### config.mk
export PLATFORM = sky130hd
export DESIGN_NAME = keyed_cfg_port
export DESIGN_NICKNAME = d
export VERILOG_FILES = /design/src/rtl/cfg_port_pkg.sv /design/src/rtl/cfg_key_ctrl.sv /design/src/rtl/cfg_regfile.sv /design/src/rtl/keyed_cfg_port.sv
export SDC_FILE = /design/constraint.sdc
export NUM_CORES = 1
export LEC_CHECK = 0
export BUFFER_PORTS_ARGS = -buffer_cell sky130_fd_sc_hd__buf_2
export CAP_MARGIN = 25
export CORE_ASPECT_RATIO = 2
export CORE_UTILIZATION = 31
export CTS_BUF_LIST = sky130_fd_sc_hd__clkbuf_4 sky130_fd_sc_hd__clkbuf_8
export DETAILED_ROUTE_END_ITERATION = 10
export PLACE_DENSITY_LB_ADDON = 0.1
export SYNTH_ARGS = -nofsm -noshare
export SYNTH_HDL_FRONTEND = slang
export SYNTH_SLANG_ARGS = --single-unit
### constraint.sdc
create_clock -name clk -period 2 [get_ports clk]
set_clock_uncertainty 0.15 [all_clocks]
set_input_delay 0.3 -clock clk [delete_from_list [all_inputs] [get_ports clk]]
set_output_delay 0.3 -clock clk [all_outputs]
set_load 0.005 [all_outputs]
### src/rtl/cfg_port_pkg.sv
package cfg_port_pkg;
  localparam int BYTE_W = 8;

  typedef enum logic [1:0] {
    ST_LOCKED = 2'd0,
    ST_HALF   = 2'd1,
    ST_OPEN   = 2'd2
  } keyState_t;

  typedef struct packed {
    logic portOpen;
    logic idxLoad;
    logic ldsLoad;
    logic fwdWr;
    logic fwdRd;
  } portStrobe_t;
endpackage

### src/rtl/cfg_key_ctrl.sv
module cfg_key_ctrl
  import cfg_port_pkg::*;
#(
  parameter logic [BYTE_W-1:0] KEY_OPEN  = 8'h87,
  parameter logic [BYTE_W-1:0] KEY_CLOSE = 8'hAA,
  parameter logic [BYTE_W-1:0] LDS_IDX   = 8'h07,
  parameter logic [BYTE_W-1:0] DEV_BASE  = 8'h30
) (
  input  logic              clk,
  input  logic              rstN,
  input  logic              busAddr,
  input  logic              busWr,
  input  logic              busRd,
  input  logic [BYTE_W-1:0] busWdata,
  input  logic [BYTE_W-1:0] curIdx,
  output portStrobe_t       stb
);
  keyState_t state, stateNext;
  logic idxWr, datWr, isOpen, devRange;

  assign idxWr    = busWr && !busAddr;
  assign datWr    = busWr && busAddr;
  assign isOpen   = (state == ST_OPEN);
  assign devRange = (curIdx >= DEV_BASE);

  always_comb begin
    stateNext = state;
    if (idxWr) begin
      case (state)
        ST_LOCKED: if (busWdata == KEY_OPEN) stateNext = ST_HALF;
        ST_HALF:   stateNext = (busWdata == KEY_OPEN) ? ST_OPEN : ST_LOCKED;
        ST_OPEN:   if (busWdata == KEY_CLOSE) stateNext = ST_LOCKED;
        default:   stateNext = ST_LOCKED;
      endcase
    end
  end

  always_ff @(posedge clk) begin
    if (!rstN) state <= ST_LOCKED;
    else       state <= stateNext;
  end

  always_comb begin
    stb.portOpen = isOpen;
    stb.idxLoad  = isOpen && idxWr && (busWdata != KEY_CLOSE);
    stb.ldsLoad  = isOpen && datWr && (curIdx == LDS_IDX);
    stb.fwdWr    = isOpen && datWr && devRange;
    stb.fwdRd    = isOpen && busRd && busAddr && devRange;
  end

  // opening only ever follows an index write of the open key
  assert_open_after_key_R2: assert property (@(posedge clk) disable iff (!rstN)
    $rose(stb.portOpen) |-> $past(busWr && !busAddr && busWdata == KEY_OPEN));

  // the close key shuts an open port on the next cycle
  assert_close_key_R4: assert property (@(posedge clk) disable iff (!rstN)
    (stb.portOpen && busWr && !busAddr && busWdata == KEY_CLOSE) |=> !stb.portOpen);

  // a foreign index byte while half-unlocked never opens the port
  assert_restart_R3: assert property (@(posedge clk) disable iff (!rstN)
    (state == ST_HALF && busWr && !busAddr && busWdata != KEY_OPEN) |=> !stb.portOpen);
endmodule

### src/rtl/cfg_regfile.sv
module cfg_regfile
  import cfg_port_pkg::*;
#(
  parameter logic [15:0]       CHIP_ID   = 16'h5A21,
  parameter logic [BYTE_W-1:0] REV_ID    = 8'h03,
  parameter logic [15:0]       VENDOR_ID = 16'h1934,
  parameter logic [BYTE_W-1:0] LDS_IDX   = 8'h07,
  parameter logic [BYTE_W-1:0] ID_BASE   = 8'h20
) (
  input  logic              clk,
  input  logic              rstN,
  input  portStrobe_t       stb,
  input  logic              busAddr,
  input  logic              busRd,
  input  logic [BYTE_W-1:0] busWdata,
  input  logic [BYTE_W-1:0] devRdata,
  output logic [BYTE_W-1:0] curIdx,
  output logic [BYTE_W-1:0] ldsReg,
  output logic [BYTE_W-1:0] busRdata
);
  localparam int ID_N     = 5;
  localparam int ID_SLOTS = 8;
  localparam int OFF_W    = $clog2(ID_SLOTS);

  function automatic logic [BYTE_W-1:0] idLookup(input int k);
    case (k)
      0:       return CHIP_ID[15:8];
      1:       return CHIP_ID[7:0];
      2:       return REV_ID;
      3:       return VENDOR_ID[15:8];
      4:       return VENDOR_ID[7:0];
      default: return '0;
    endcase
  endfunction

  logic [BYTE_W-1:0] idBytes [ID_SLOTS];
  for (genvar g = 0; g < ID_SLOTS; g++) begin : gIdRom
    if (g < ID_N) begin : gUsed
      assign idBytes[g] = idLookup(g);
    end else begin : gSpare
      assign idBytes[g] = '0;
    end
  end

  logic [BYTE_W-1:0] idOff;
  logic              inIdRange;
  logic [BYTE_W-1:0] dataByte;

  assign idOff     = curIdx - ID_BASE;
  assign inIdRange = (curIdx >= ID_BASE) && (idOff < BYTE_W'(ID_N));

  always_ff @(posedge clk) begin
    if (!rstN) begin
      curIdx <= '0;
      ldsReg <= '0;
    end else begin
      if (stb.idxLoad) curIdx <= busWdata;
      if (stb.ldsLoad) ldsReg <= busWdata;
    end
  end

  always_comb begin
    if (stb.fwdRd)                 dataByte = devRdata;
    else if (curIdx == LDS_IDX)    dataByte = ldsReg;
    else if (inIdRange)            dataByte = idBytes[idOff[OFF_W-1:0]];
    else                           dataByte = '0;
  end

  always_comb begin
    if (!busRd)             busRdata = '0;
    else if (!stb.portOpen) busRdata = '1;
    else if (!busAddr)      busRdata = curIdx;
    else                    busRdata = dataByte;
  end

  // the device select only changes on a select-register write
  assert_lds_hold_R7: assert property (@(posedge clk) disable iff (!rstN)
    !stb.ldsLoad |=> $stable(ldsReg));

  // a closed port reads as all ones
  assert_locked_read_R5: assert property (@(posedge clk) disable iff (!rstN)
    (!stb.portOpen && busRd) |-> busRdata == '1);

  // the index register only changes while the port is open
  assert_idx_hold_R4: assert property (@(posedge clk) disable iff (!rstN)
    !stb.portOpen |=> $stable(curIdx));
endmodule

### src/rtl/keyed_cfg_port.sv
module keyed_cfg_port
  import cfg_port_pkg::*;
#(
  parameter logic [15:0] CHIP_ID   = 16'h5A21,
  parameter logic [7:0]  REV_ID    = 8'h03,
  parameter logic [15:0] VENDOR_ID = 16'h1934,
  parameter logic [7:0]  LDS_IDX   = 8'h07,
  parameter logic [7:0]  ID_BASE   = 8'h20,
  parameter logic [7:0]  DEV_BASE  = 8'h30,
  parameter logic [7:0]  KEY_OPEN  = 8'h87,
  parameter logic [7:0]  KEY_CLOSE = 8'hAA
) (
  input  logic       clk,
  input  logic       rstN,
  input  logic       busAddr,
  input  logic       busWr,
  input  logic       busRd,
  input  logic [7:0] busWdata,
  output logic [7:0] busRdata,
  output logic       cfgOpen,
  output logic [7:0] devSel,
  output logic [7:0] devIdx,
  output logic [7:0] devWdata,
  output logic       devWr,
  output logic       devRd,
  input  logic [7:0] devRdata
);
  portStrobe_t       stb;
  logic [BYTE_W-1:0] curIdx;

  cfg_key_ctrl #(
    .KEY_OPEN(KEY_OPEN), .KEY_CLOSE(KEY_CLOSE),
    .LDS_IDX(LDS_IDX), .DEV_BASE(DEV_BASE)
  ) u_ctrl (
    .clk(clk), .rstN(rstN), .busAddr(busAddr), .busWr(busWr),
    .busRd(busRd), .busWdata(busWdata), .curIdx(curIdx), .stb(stb)
  );

  cfg_regfile #(
    .CHIP_ID(CHIP_ID), .REV_ID(REV_ID), .VENDOR_ID(VENDOR_ID),
    .LDS_IDX(LDS_IDX), .ID_BASE(ID_BASE)
  ) u_regs (
    .clk(clk), .rstN(rstN), .stb(stb), .busAddr(busAddr), .busRd(busRd),
    .busWdata(busWdata), .devRdata(devRdata), .curIdx(curIdx),
    .ldsReg(devSel), .busRdata(busRdata)
  );

  assign cfgOpen  = stb.portOpen;
  assign devIdx   = curIdx;
  assign devWdata = busWdata;
  assign devWr    = stb.fwdWr;
  assign devRd    = stb.fwdRd;

  // device strobes only for device-range indices
  assert_dev_range_R9: assert property (@(posedge clk) disable iff (!rstN)
    (devWr || devRd) |-> (cfgOpen && devIdx >= DEV_BASE));

  // idle bus reads as zero
  assert_idle_zero_R11: assert property (@(posedge clk) disable iff (!rstN)
    !busRd |-> busRdata == 8'h00);
endmodule

==> key figures <==
Outcome
  – Status: finished with violations
  – Failing checks: negative setup slack

Worst setup path
  – Worst r2r path cells: 7
  – Startpoint types: flip-flop
  – CP delay by family, top: buffers and inverters
  – Slowest stage cell, crit path: dfxtp_2
  – Crit-path cells: buf_4 -> buf_6 -> a211oi_4 -> buf_6 -> buf_6 -> nand2b_4 -> o21ai_0 -> o22ai_1 -> buf_2
  – Reg-to-reg startpoint: u_regs.curIdx[6]
  – Crit path largest cell delay: 0.32 ns
  – Crit-path max FO: 6
  – Most used cell, CP: buf_6
  – Worst Path Buf+Inv: 5
  – Worst setup EP type: output port
  – Reg2reg setup slack: 0.10 ns
  – CP startpoint: u_regs.curIdx[5]
  – Data required, critical path: 1.55 ns
  – WP data arrival: 1.89 ns
  – Setup CP Type: flip-flop to output port
  – Worst flop-to-flop path endpoint: u_regs.ldsReg[1]

Placed design
  – DP Wirelength: 3.64 mm
  – RePlAce Congestion: 0.897
  – Port Buf Inserts: 55
  – Place WS: -0.176 ns

Hold path
  – Hold worst-path end: u_regs.curIdx[4]
  – Min-Delay Path Depth: 3
  – Hold Path Class: input pin to flip-flop
  – Hold path startpoint: busWdata[4]

Synthesis
  – Syn Area/Cell: 8.10 um2
  – Post-synth cell types: 35
  – EDFF count, synth: 0
  – Post-synthesis sequential area ratio: 28.2%
  – Async set-reset flop share out of synthesis: 0%
  – Flops & latches, synth: 18
  – Post-synth top flop: dfxtp_1
  – Post-Synthesis Net Count: 184
  – Cells after Synth: 158
  – Synth Warn #: 0
  – Post-Syn Area: 0.00128 mm2

GRT
  – Global-route wire length before repair: 6.86 mm
  – Gr ovfl total: 0
  – Met2 Resource Use GR: 42.1%
  – Grt met3 use: 1.56%
  – Largest net degree at the start of global routing: 27
  – All-Layer GR Usage: 21.6%
  – Vias in the first global route: 1462
  – Initial antenna violation count: 0
  – M1 GR Usage: 21.0%
  – Gr busiest metal: met2

Timing
  – # setup viols final: 8
  – Slew Limit Fails: 0
  – Setup ws final: -0.339 ns
  – RSZ-0062 raised after global routing: yes
  – Max_slew headroom: 69.0%
  – WHS: 0.184 ns
  – Worst-margin pin slew: 0.458 ns
  – Tmin final: 2.34 ns
  – Hold Fails Final Rpt: 0
  – Post-route clock period utilization: 117%
  – Max Clk Rate: 427 MHz

Clock network
  – Reg clk slew, reported paths: 0.07 ns
  – CTS sink cnt: 18
  – CTS Root Cell: clkbuf_8
  – CTS Hold Bufs: 0
  – Worst skew pair latency: 0.25 ns
  – CTS tree: done
  – CTS H-tree depth: 1
  – CTS Buffer Depth: 2
  – Total CTS buffers: 3

Final layout
  – Layout Nets: 260
  – Area Overhead vs Synth: 50.7%
  – Area occupied by multi-input gates: 897 um2
  – Sequential cell area: 367 um2
  – Layout fillers: 424
  – Share of cells above drive strength 1: 50.4%
  – Antenna Cells: 0

Detailed routing
  – WL final: 4.47 mm
  – First-pass detailed-route iteration total: 4
  – Post-DRT Antenna Nets: 0
  – Drt drc: 0
  – DR iter-0 viols: 36
  – Drt wl/cell: 15.8 um
  – DR vias: 1500
  – Via density per instance: 5.30

Die
  – Die Ht: 92.9 um
  – DIE WIDTH: 47.4 um
  – Initial Utilization: 33.0%
  – CORE AREA: 0.00388 mm2
  – Die area: 0.00441 mm2
  – FP Rows: 32
  – Ports: 56

Power and ir drop
  – Leakage: 0.000861 uW
  – Pwr/cell area: 363 mW/mm2
  – Max VDD drop: 350 uV

Job
  – Max-Cap Viols: 0
==> worst reg2reg max path, cell delays in order, from the launching register on <==
cell and delay [ns]:
dfxtp_2 0.32, buf_6 0.12, or4_4 0.44, buf_4 0.16, nor3_4 0.18, buf_4 0.18
mux2i_1 0.19, nor2b_1 0.06
==> layer usage <==
layer	vias to the layer above	wire (um)	share of wire, %
li1	716	-	-
met1	710	1570	35
met2	62	2610	58
met3	12	152	3.4
met4	0	141	3.2
met5	-	0	0
==> synthesized netlist by cell type, types with 2 or more instances <==
cell type | n | area, um2
a211oi_1 | 4 | 30.0
nor4bb_1 | 3 | 30.0
nand2b_1 | 5 | 31.3
a21oi_1 | 6 | 30.0
o21ai_0 | 15 | 75.1
ha_1 | 5 | 62.6
clkbuf_1 | 4 | 15.0
nor2b_1 | 9 | 56.3
nand2_1 | 11 | 41.3
a221oi_1 | 7 | 61.3
nor2_1 | 8 | 30.0
mux2i_1 | 8 | 80.1
nand4b_1 | 2 | 17.5
nand3_1 | 8 | 40.0
buf_4 | 9 | 67.6
o22ai_1 | 8 | 50.1
buf_6 | 2 | 22.5
dfxtp_1 | 18 | 360
inv_1 | 8 | 30.0
a22oi_1 | 3 | 22.5
==> final cells by class <==
class,count,area share (%)
repair buffers,86,27.5
inverters,8,1.56
clock buffers,3,2.14
multi-input cells,117,46.5
flip-flops and latches,18,19.0
well taps,51,3.31
==> worst max-delay path by stage <==
stage | slack (ns) | end | cells after the start
detailed placement | -0.18 | busRdata[1] | 8
CTS | -0.29 | busRdata[5] | 6
global route | -0.37 | busRdata[4] | 6
floorplan | 0.01 | busRdata[5] | 4
finish | -0.34 | busRdata[1] | 9
global placement | -0.17 | busRdata[1] | 8
==> power breakdown <==
group	total (uW)	internal, uW	switching (uW)
sequential	358	358	0.0890
clock	246	134	113
combinational	96.0	43.2	52.8
==> registers in the layout, indices dropped and copies added, names as in the netlist <==
register / count
u_regs.curIdx: 8
u_ctrl.state: 2
u_regs.ldsReg: 8
==> cells in the final DEF (no fill, tap or decap), types with 2 or more instances in the layout <==
master,instances
clkbuf_8,3
dfxtp_1,13
o22ai_1,8
a221oi_2,5
buf_6,6
nor4bb_1,2
o21ai_1,3
nand2_1,11
mux2i_1,8
buf_2,55
a211oi_2,2
nor3_4,2
nor2_1,7
nand4b_1,2
ha_1,5
dfxtp_2,5
a21oi_1,6
nand3_1,8
a221oi_1,2
o21ai_0,11
inv_1,7
buf_4,25
nor2b_1,9
nand2b_1,3
a22oi_1,2
==> repair_timing <==
item                                    CTS  global route
endpoints found under the setup margin    9            10
buffers inserted                          2             5
pin swaps                                 8            10
resized for setup                        16            19
==> stage by stage <==
| stage | total power (uW) | util (%) | setup TNS [ns] | area, um2 | instances |
|---|---|---|---|---|---|
| final | 700 | 49.7 | -2.23 | 1930 | 283 |
| after global routing | 729 | 49.7 | -2.81 | 1930 | 283 |
| after CTS | 701 | 47.6 | -2.12 | 1850 | 281 |
| after detailed placement | 458 | 44.4 | -0.753 | 1720 | 276 |
| after global placement | 456 | 44.4 | -0.731 | 1720 | 276 |
| after floorplan | 417 | - | 0 | 1290 | 158 |
==> cells by family after synthesis <==
group	Yosys count	share of synthesized area (%)
buf+inv	23	10.6
fa+ha+maj	5	4.89
xor+xnor	1	0.684
compound gates	46	23.0
flops	18	28.2
mux	8	6.26
simple gates	57	26.5
Power figures use the tool's default switching activity.
